<file path="config.mk">
export PLATFORM = sky130hd
export DESIGN_NAME = sbus_core
export DESIGN_NICKNAME = d
export VERILOG_FILES = /design/src/rtl/sbus_pkg.sv /design/src/rtl/sbus_regfile.sv /design/src/rtl/sbus_alu.sv /design/src/rtl/sbus_ctrl.sv /design/src/rtl/sbus_core.sv
export SDC_FILE = /design/constraint.sdc
export NUM_CORES = 1
export LEC_CHECK = 0
export BUFFER_PORTS_ARGS = -buffer_cell sky130_fd_sc_hd__buf_2
export CAP_MARGIN = 30
export CORE_MARGIN = 2
export CORE_UTILIZATION = 59
export CTS_BUF_LIST = sky130_fd_sc_hd__clkbuf_4
export CTS_CLUSTER_DIAMETER = 150
export CTS_CLUSTER_SIZE = 40
export DETAILED_ROUTE_END_ITERATION = 10
export PLACE_DENSITY = 0.74
export SETUP_SLACK_MARGIN = 0.02
export SYNTH_ARGS = -nofsm -noshare
export SYNTH_HDL_FRONTEND = slang
export SYNTH_HIERARCHICAL = 1
export SYNTH_SLANG_ARGS = --single-unit
</file>
<file path="constraint.sdc">
create_clock -name clk -period 17 [get_ports clk]
set_clock_uncertainty 0.05 [all_clocks]
set_input_delay 3.4 -clock clk [delete_from_list [all_inputs] [get_ports clk]]
set_output_delay 3.4 -clock clk [all_outputs]
set_load 0.01 [all_outputs]
</file>
<file path="src/rtl/sbus_pkg.sv">
package sbus_pkg;
  localparam int OP_W   = 6;
  localparam int RIDX_W = 3;
  localparam int NREG   = 1 << RIDX_W;

  localparam logic [OP_W-1:0] OPC_ADD  = 6'h01;
  localparam logic [OP_W-1:0] OPC_ADDM = 6'h02;
  localparam logic [OP_W-1:0] OPC_LOAD = 6'h03;
  localparam logic [OP_W-1:0] OPC_STOR = 6'h04;
  localparam logic [OP_W-1:0] OPC_BRA  = 6'h05;

  typedef enum logic [2:0] {
    BS_NONE, BS_PC, BS_Z, BS_MDR, BS_REG, BS_OFS
  } bus_src_e;

  typedef struct packed {
    bus_src_e            src;
    logic [RIDX_W-1:0]   rsel;
    logic [RIDX_W-1:0]   wsel;
    logic                rf_in;
    logic                pc_in;
    logic                mar_in;
    logic                mdr_in;
    logic                ir_in;
    logic                y_in;
    logic                z_in;
    logic                sel4;
    logic                rd_req;
    logic                wr_req;
    logic                wmfc;
    logic                done;
  } ctl_t;
endpackage

</file>
<file path="src/rtl/sbus_regfile.sv">
module sbus_regfile #(
  parameter int XLEN = 32,
  parameter int NREG = 8
) (
  input  logic                    clk,
  input  logic                    rst_n,
  input  logic [$clog2(NREG)-1:0] rd_idx,
  output logic [XLEN-1:0]         rd_data,
  input  logic                    wr_en,
  input  logic [$clog2(NREG)-1:0] wr_idx,
  input  logic [XLEN-1:0]         wr_data
);
  logic [XLEN-1:0] regs [NREG];

  for (genvar g = 0; g < NREG; g++) begin : g_reg
    always_ff @(posedge clk) begin
      if (!rst_n) regs[g] <= '0;
      else if (wr_en && wr_idx == g) regs[g] <= wr_data;
    end
  end

  assign rd_data = regs[rd_idx];
endmodule

</file>
<file path="src/rtl/sbus_alu.sv">
module sbus_alu #(
  parameter int XLEN = 32
) (
  input  logic            sel_four,
  input  logic [XLEN-1:0] y_val,
  input  logic [XLEN-1:0] bus_val,
  output logic [XLEN-1:0] sum
);
  localparam int WORD_BYTES = XLEN / 8;
  logic [XLEN-1:0] opa;

  assign opa = sel_four ? XLEN'(WORD_BYTES) : y_val;
  assign sum = opa + bus_val;
endmodule

</file>
<file path="src/rtl/sbus_ctrl.sv">
module sbus_ctrl
  import sbus_pkg::*;
#(
  parameter int STEP_W = 3
) (
  input  logic              clk,
  input  logic              rst_n,
  input  logic [OP_W-1:0]   op,
  input  logic [RIDX_W-1:0] fa,
  input  logic [RIDX_W-1:0] fb,
  input  logic [RIDX_W-1:0] fc,
  input  logic              mem_mfc,
  output ctl_t              ctl,
  output logic [STEP_W-1:0] step
);
  localparam logic [STEP_W-1:0] ST_F0 = STEP_W'(0);
  localparam logic [STEP_W-1:0] ST_F1 = STEP_W'(1);
  localparam logic [STEP_W-1:0] ST_F2 = STEP_W'(2);
  localparam logic [STEP_W-1:0] ST_E0 = STEP_W'(3);
  localparam logic [STEP_W-1:0] ST_E1 = STEP_W'(4);
  localparam logic [STEP_W-1:0] ST_E2 = STEP_W'(5);
  localparam logic [STEP_W-1:0] ST_E3 = STEP_W'(6);

  logic [STEP_W-1:0] step_q;
  logic              hold;

  always_comb begin
    ctl = '0;
    case (step_q)
      ST_F0: begin
        ctl.src = BS_PC; ctl.mar_in = 1'b1; ctl.rd_req = 1'b1;
        ctl.sel4 = 1'b1; ctl.z_in = 1'b1;
      end
      ST_F1: begin
        ctl.src = BS_Z; ctl.pc_in = 1'b1; ctl.y_in = 1'b1; ctl.wmfc = 1'b1;
      end
      ST_F2: begin
        ctl.src = BS_MDR; ctl.ir_in = 1'b1;
      end
      default: begin
        case (op)
          OPC_ADD: begin
            case (step_q)
              ST_E0: begin ctl.src = BS_REG; ctl.rsel = fb; ctl.y_in = 1'b1; end
              ST_E1: begin ctl.src = BS_REG; ctl.rsel = fc; ctl.z_in = 1'b1; end
              ST_E2: begin
                ctl.src = BS_Z; ctl.rf_in = 1'b1; ctl.wsel = fa; ctl.done = 1'b1;
              end
              default: ctl.done = 1'b1;
            endcase
          end
          OPC_ADDM: begin
            case (step_q)
              ST_E0: begin
                ctl.src = BS_REG; ctl.rsel = fb; ctl.mar_in = 1'b1; ctl.rd_req = 1'b1;
              end
              ST_E1: begin
                ctl.src = BS_REG; ctl.rsel = fa; ctl.y_in = 1'b1; ctl.wmfc = 1'b1;
              end
              ST_E2: begin ctl.src = BS_MDR; ctl.z_in = 1'b1; end
              ST_E3: begin
                ctl.src = BS_Z; ctl.rf_in = 1'b1; ctl.wsel = fa; ctl.done = 1'b1;
              end
              default: ctl.done = 1'b1;
            endcase
          end
          OPC_LOAD: begin
            case (step_q)
              ST_E0: begin
                ctl.src = BS_REG; ctl.rsel = fb; ctl.mar_in = 1'b1; ctl.rd_req = 1'b1;
              end
              ST_E1: ctl.wmfc = 1'b1;
              ST_E2: begin
                ctl.src = BS_MDR; ctl.rf_in = 1'b1; ctl.wsel = fa; ctl.done = 1'b1;
              end
              default: ctl.done = 1'b1;
            endcase
          end
          OPC_STOR: begin
            case (step_q)
              ST_E0: begin ctl.src = BS_REG; ctl.rsel = fb; ctl.mar_in = 1'b1; end
              ST_E1: begin
                ctl.src = BS_REG; ctl.rsel = fa; ctl.mdr_in = 1'b1; ctl.wr_req = 1'b1;
              end
              ST_E2: begin ctl.wmfc = 1'b1; ctl.done = 1'b1; end
              default: ctl.done = 1'b1;
            endcase
          end
          OPC_BRA: begin
            case (step_q)
              ST_E0: begin ctl.src = BS_PC; ctl.y_in = 1'b1; end
              ST_E1: begin ctl.src = BS_OFS; ctl.z_in = 1'b1; end
              ST_E2: begin
                ctl.src = BS_Z; ctl.pc_in = 1'b1; ctl.done = 1'b1;
              end
              default: ctl.done = 1'b1;
            endcase
          end
          default: ctl.done = 1'b1;
        endcase
      end
    endcase
  end

  // a waiting step holds (its other transfers repeat) until completion
  assign hold = ctl.wmfc && !mem_mfc;

  always_ff @(posedge clk) begin
    if (!rst_n)                 step_q <= ST_F0;
    else if (ctl.done && !hold) step_q <= ST_F0;
    else if (!hold)             step_q <= step_q + STEP_W'(1);
  end

  assign step = step_q;
endmodule

</file>
<file path="src/rtl/sbus_core.sv">
module sbus_core
  import sbus_pkg::*;
#(
  parameter int XLEN   = 32,
  parameter int STEP_W = 3
) (
  input  logic            clk,
  input  logic            rst_n,
  output logic [XLEN-1:0] mem_addr,
  output logic [XLEN-1:0] mem_wdata,
  input  logic [XLEN-1:0] mem_rdata,
  output logic            mem_read,
  output logic            mem_write,
  input  logic            mem_mfc
);
  localparam int OFS_W = 16;

  ctl_t              ctl;
  logic [STEP_W-1:0] step_w;
  logic [XLEN-1:0]   pc_q, ir_q, mar_q, mdr_q, y_q, z_q;
  logic              rd_pend, wr_pend;
  logic [XLEN-1:0]   bus, rf_rdata, alu_sum, ofs_ext;
  logic              unused_ir_bit;

  assign unused_ir_bit = ir_q[16];
  assign ofs_ext = {{(XLEN-OFS_W){ir_q[OFS_W-1]}}, ir_q[OFS_W-1:0]};

  sbus_ctrl #(.STEP_W(STEP_W)) u_ctrl (
    .clk     (clk),
    .rst_n   (rst_n),
    .op      (ir_q[31:26]),
    .fa      (ir_q[25:23]),
    .fb      (ir_q[22:20]),
    .fc      (ir_q[19:17]),
    .mem_mfc (mem_mfc),
    .ctl     (ctl),
    .step    (step_w)
  );

  sbus_regfile #(.XLEN(XLEN), .NREG(NREG)) u_rf (
    .clk     (clk),
    .rst_n   (rst_n),
    .rd_idx  (ctl.rsel),
    .rd_data (rf_rdata),
    .wr_en   (ctl.rf_in),
    .wr_idx  (ctl.wsel),
    .wr_data (bus)
  );

  sbus_alu #(.XLEN(XLEN)) u_alu (
    .sel_four (ctl.sel4),
    .y_val    (y_q),
    .bus_val  (bus),
    .sum      (alu_sum)
  );

  // single shared bus: one source per step
  always_comb begin
    case (ctl.src)
      BS_PC:   bus = pc_q;
      BS_Z:    bus = z_q;
      BS_MDR:  bus = mdr_q;
      BS_REG:  bus = rf_rdata;
      BS_OFS:  bus = ofs_ext;
      default: bus = '0;
    endcase
  end

  always_ff @(posedge clk) begin
    if (!rst_n) begin
      pc_q <= '0; ir_q <= '0; mar_q <= '0; mdr_q <= '0;
      y_q <= '0; z_q <= '0; rd_pend <= 1'b0; wr_pend <= 1'b0;
    end else begin
      if (ctl.pc_in)  pc_q  <= bus;
      if (ctl.ir_in)  ir_q  <= bus;
      if (ctl.mar_in) mar_q <= bus;
      if (ctl.y_in)   y_q   <= bus;
      if (ctl.z_in)   z_q   <= alu_sum;
      if (rd_pend && mem_mfc) mdr_q <= mem_rdata;
      else if (ctl.mdr_in)    mdr_q <= bus;
      if (ctl.rd_req)   rd_pend <= 1'b1;
      else if (mem_mfc) rd_pend <= 1'b0;
      if (ctl.wr_req)   wr_pend <= 1'b1;
      else if (mem_mfc) wr_pend <= 1'b0;
    end
  end

  assign mem_addr  = mar_q;
  assign mem_wdata = mdr_q;
  assign mem_read  = rd_pend;
  assign mem_write = wr_pend;
endmodule

</file>
==> out/metrics.yaml, run 1 <==
place_congestion: 0.974
cts_setup_buffers: 0
cp-start-kind: "flip-flop"
critPathMaxStageDelay_ns: 0.83
end_kind: "flip-flop"
numPortBuffers: 100
core_region_area_um2: 37400
cp_data_arrival_time_ns: 8.27
synth.avg_cell_area_um2: 11.0
hold_depth: 2
critPathKind: "reg -> reg"
clk_latency_ns: 0.83
slowest_stage: "a222oi_1"
grt_antenna_before_repair: 3
cts_max_level: 1
dp_hpwl_mm: 36.2
cpLargestDelayFamily: "compound AO/OA/AOI/OAI gates"
num_vias: 16400
synth_nets: 2087
cts_buffers: 15
grt_use_total_pct: 29.3
post_cts_resize_count: 0
grt_overflow_total: 0
die_y_um: 198
setup_viol: 0
max_slew_margin_pct: 25.3
critPathBufInv: 5
dieWidth_um: 198
num_rows: 71
routed_wl_mm: 57.9
cp_max_fo: 34
layout.cells.most_common: "nor3_1"
final_antenna_net_count: 0
cp.depth: 25
worst-endpoint-required_ns: 17.75
tightest_slew_ns: 1.12
layout-drive-gt1-share_pct: 14.5
status: "completed"
cts_tree: "built"
grt_pass1_vias: 15500
vias_per_cell: 6.52
ir_drop_uv: 88.5
setup_ws_ns: 9.48
area_growth_pct: 4.46
powerDensity_nw_per_um2: 135
finalCritPeriodShare_pct: 44.2
ioPinCount: 101
drcViolationCount: 0
cts_buffer_depth: 3
rsz0062_at_grt: "false"
start_util_pct: 59.4
wl_per_cell_um: 23.1
pre_cts_ws_ns: 9.68
syn-cell-area_um2: 22200
cts.sinks: 452
fill_cells: 2960
cts.clk_slew.worst_paths_ns: 0.40
final_cells: 2508
mostFrequentLayoutCells: "nor3_1 (261), edfxtp_1 (256), dfxtp_1 (196), a21oi_1 (191), o21ai_0 (159)"
min_path_type: "reg -> reg"
root_buffer: "clkbuf_4"
grt_first_pass_wirelength_mm: 89.1
first_pass_iters: 6
placedCellCount: 2483
max_freq_mhz: 133
yosysWarnings: 6
slew_viol_final: 0
maxCapViolations: 0
fp.dieArea_um2: 39200
cellLeakagePower_nw: 8.49
syn_inst: 2013
reg2regPathDepth: 25
finalCriticalPeriod_ns: 7.52
fin_setup_tns_ns: 0
grt_max_degree: 89
final_hold_viol_count: 0
drt_iter0_drc: 1678
layout.nets: 2063
postCtsHoldBufs: 0
[state kept, by name, summed over array words and instances (netlist names)]
register and count:
y_q 32, ir_q 31, mem_read 1, mem_write 1, pc_q 32, mem_addr 32, mem_wdata 32, z_q 32
u_ctrl/step 3, u_rf/regs 256
[worst paths after layout]
| kind | startpoint | endpoint | slack (ns) |
|---|---|---|---|
| setup / recovery | u_ctrl/step[1]$_SDFFE_PP0N_ | z_q[31]$_SDFFE_PN0P_ | 9.48 |
| hold / removal | y_q[24]$_SDFFE_PN0P_ | y_q[24]$_SDFFE_PN0P_ | 0.45 |
| setup reg to reg | u_ctrl/step[1]$_SDFFE_PP0N_ | z_q[31]$_SDFFE_PN0P_ | 9.48 |
| hold reg to reg | y_q[24]$_SDFFE_PN0P_ | y_q[24]$_SDFFE_PN0P_ | 0.45 |
[cell type report]
type	instances	area, µm²	share of cell area (%)
sequential	452	11600	50.0
antenna	1	2.50	0.0108
clock inverter	1	30.0	0.129
multi-input combinational	1284	9580	41.3
timing repair buffer	141	811	3.49
tap	511	639	2.76
clock buffer	23	173	0.744
inverter	95	357	1.54
[power by group]
part | leakage (nW) | internal, mW | switching, mW
Clock | 0.117 | 0.0641 | 0.305
Sequential | 4.22 | 1.33 | 0.105
Combinational | 4.15 | 0.440 | 0.902
[worst reg2reg max path: cells and delay by family (launching register included)]
kind / cells / cell delay [ns]
adders and majority gates: 2 / 0.75
DFF: 1 / 0.48
AOI/OAI and AO/OA: 7 / 2.20
and+or+nand+nor: 7 / 1.33
buffers and inverters: 5 / 1.51
muxes: 4 / 1.18
[layer usage]
layer  global-route usage (%)  vias to the layer above  wire length (µm)  share of wire, %
met2                     44.9                      780             25800                45
met1                     43.9                     7996             25600                44
met3                     4.63                       90              5240               9.1
met5                        0                        -                69              0.12
li1                         -                     7489                 -                 -
met4                     7.30                        8              1140               2.0
[through the flow]
stage | total power [mW] | area (µm²) | utilization, % | hold WS [ns]
4_1_cts | 3.13 | 23200 | 62.0 | 0.455
6_report | 3.14 | 23200 | 62.0 | 0.454
3_3_place_gp | 2.74 | 23000 | 61.5 | 0.414
5_1_grt | 3.31 | 23200 | 62.0 | 0.488
3_5_place_dp | 2.77 | 23000 | 61.5 | 0.419
2_1_floorplan | 2.40 | 22200 | - | 0.395
Power figures use the tool's default switching activity.
==> run 2, diff against run 1 <==
==> constraint.sdc (replaced) <==
create_clock -name clk -period 7.5 [get_ports clk]
set_clock_uncertainty 0.05 [all_clocks]
set_input_delay 1.5 -clock clk [delete_from_list [all_inputs] [get_ports clk]]
set_output_delay 1.5 -clock clk [all_outputs]
set_load 0.01 [all_outputs]
==> run 2 against run 1 <==
Largest cell class unchanged; flip-flop and latch count did not move; routed wire length rose by 0.22%; maximum frequency rose by 12%; die area did not move; combinational power rose by 130%.
==> out/metrics.yaml, run 2 (synthesis gave the netlist of run 1 again) <==
status: "completed"
num_vias: 16400  # -0.079%
dp_hpwl_mm: 37.3  # +3.0%
grt_max_degree: 105  # +18%
die_y_um: 198  # unchanged
clk_latency_ns: 0.85  # +0.02 ns
min_path_type: "reg -> reg"
fill_cells: 2962  # +0.068%
grt_first_pass_wirelength_mm: 89.0  # about the same
cts_setup_buffers: 0  # unchanged
grt_overflow_total: 0  # unchanged
vias_per_cell: 6.45  # -1.1%
mostFrequentLayoutCells: "nor3_1 (261), edfxtp_1 (256), dfxtp_1 (196), a21oi_1 (191), o21ai_0 (159)"
postCtsHoldBufs: 0  # unchanged
cellLeakagePower_nw: 8.63  # +1.6%
start_util_pct: 59.4  # unchanged
cts.clk_slew.worst_paths_ns: 0.41  # about the same
finalCritPeriodShare_pct: 89.8  # +46 points
post_cts_resize_count: 0  # unchanged
fin_setup_tns_ns: 0  # unchanged
drt_iter0_drc: 1906  # +14%
worst-endpoint-required_ns: 8.27  # -9.48 ns
cts.sinks: 452  # unchanged
p_int_mw: 4.20  # +130%
final_hold_viol_count: 0  # unchanged
pre_cts_ws_ns: 0.887  # -8.79 ns
setup_ws_ns: 0.764  # -8.72 ns
slew_viol_final: 0  # unchanged
crit_path_frequent_cell: "nor2_1"
largest_register_ffs: 256  # unchanged
grt_pass1_vias: 15400  # -0.79%
cp-start-kind: "flip-flop"
multi_input_comb_area_um2: 9580  # about the same
grt_antenna_before_repair: 2  # -1
design_area_um2: 23400  # +1.1%
num_rows: 71  # unchanged
finalPower_mw: 7.21  # +130%
ioPinCount: 101  # unchanged
wl_met2_mm: 26.9  # +4.1%
layout.cells.most_common: "nor3_1"
cts_max_level: 1  # unchanged
whs_ns: 0.456  # +0.00221 ns
max_slew_margin_pct: 33.8  # +8.5 points
wl_met3_mm: 4.23  # -19%
register_area_um2: 11600  # unchanged
critPathKind: "reg -> reg"
critPathMaxStageDelay_ns: 0.70  # -0.13 ns
cp_data_arrival_time_ns: 7.51  # -0.76 ns
power_frac_clock_pct: 11.8  # about the same
final_cells: 2535  # +1.1%
cp_max_fo: 21  # -38%
p_sw_share_pct: 41.8  # about the same
final_util_pct: 62.7  # +0.66 points
root_buffer: "clkbuf_4"
first_pass_iters: 9  # +3
place_congestion: 0.945  # -2.9%
setup_viol: 0  # unchanged
dieWidth_um: 198  # unchanged
numPortBuffers: 100  # unchanged
cts_tree: "built"
final_antenna_net_count: 0  # unchanged
placedCellCount: 2508  # +1.0%
cts_buffer_depth: 3  # unchanged
routed_wl_mm: 58.0  # +0.22%
layout-drive-gt1-share_pct: 15.6  # +1.1 points
layout.nets: 2089  # +1.3%
cts_buffers: 15  # unchanged
tightest_slew_ns: 0.993  # -0.127 ns
grt_use_total_pct: 29.2  # -0.15 points
routed.top_layer: "met4"
wl_per_cell_um: 22.9  # -0.84%
power_frac_comb_pct: 43.3  # +0.6 points
area_growth_pct: 5.57
fp.dieArea_um2: 39200  # unchanged
drcViolationCount: 0  # unchanged
rsz0062_at_grt: "false"
met1_length_mm: 26.0  # +1.7%
largest_register: "u_rf/regs"
p_switching_mw: 3.01  # +130%
max_freq_mhz: 148  # +12%
powerDensity_nw_per_um2: 308  # +130%
slowest_stage: "a21oi_4"
cp_cell_sequence: "inv_1 > ha_1 > nor3_1 > nor2_1 > nor2_1 > o21ai_0 > a21oi_4 > buf_12 > buf_4 > mux4_2 > mux2_2 > mux2i_1 > o22a_1 > inv_2 > fa_1 > a21o_1 > a221oi_2 > a221oi_1 > nand2_1 > a21oi_1 > a311oi_1 > xnor2_1 > mux2i_1 > nor2_1"
end_kind: "flip-flop"
core_region_area_um2: 37400  # unchanged
ir_drop_uv: 164  # +85%
finalCriticalPeriod_ns: 6.74  # -0.785 ns
placed_area_um2: 23200  # +0.96%
maxCapViolations: 0  # unchanged
seq_power_share_pct: 45.0  # -0.5 points
## run 2: worst max-delay path: cells and delay by family (launching register included)
kind            cells  cell delay, ns
compound gates      8            2.69
xor+xnor            1            0.16
fa+ha+maj           2            0.77
buf+inv             4            0.65
flops               1            0.47
mux                 4            1.02
simple gates        5            0.85
## run 2: power groups by stage
stage | combinational [mW] | clock [mW] | sequential [mW]
2_1_floorplan | 2.21 | 0 | 3.23
3_3_place_gp | 3.01 | 0 | 3.27
3_5_place_dp | 3.05 | 0 | 3.28
4_1_cts | 3.06 | 0.857 | 3.23
5_1_grt | 3.39 | 0.927 | 3.28
6_report | 3.12 | 0.848 | 3.24
## run 2: layer usage
layer / vias up / track usage [%]
met1: 8030 / 43.2
met5: - / 0
met3: 62 / 2.55
met2: 715 / 47.4
met4: 0 / 5.68
li1: 7543 / -
## run 2: area by class of cell
type                       count  area share (%)
multi-input combinational   1284            40.9
clock inverter                 2           0.144
tap                          511            2.73
antenna                        2          0.0213
clock buffer                  22           0.704
inverter                      95            1.52
timing repair buffer         167            4.50
sequential                   452            49.5
## run 2: path summary, 6_finish.rpt
kind                                             endpoint  cells after the start  slack (ns)                   startpoint
worst max-delay path                 z_q[28]$_SDFFE_PN0P_                     24        0.76  u_ctrl/step[1]$_SDFFE_PP0N_
worst max register to register       z_q[28]$_SDFFE_PN0P_                     24        0.76  u_ctrl/step[1]$_SDFFE_PP0N_
worst min-delay path            mem_addr[21]$_SDFFE_PN0P_                      2        0.46    mem_addr[21]$_SDFFE_PN0P_
worst min register to register  mem_addr[21]$_SDFFE_PN0P_                      2        0.46    mem_addr[21]$_SDFFE_PN0P_
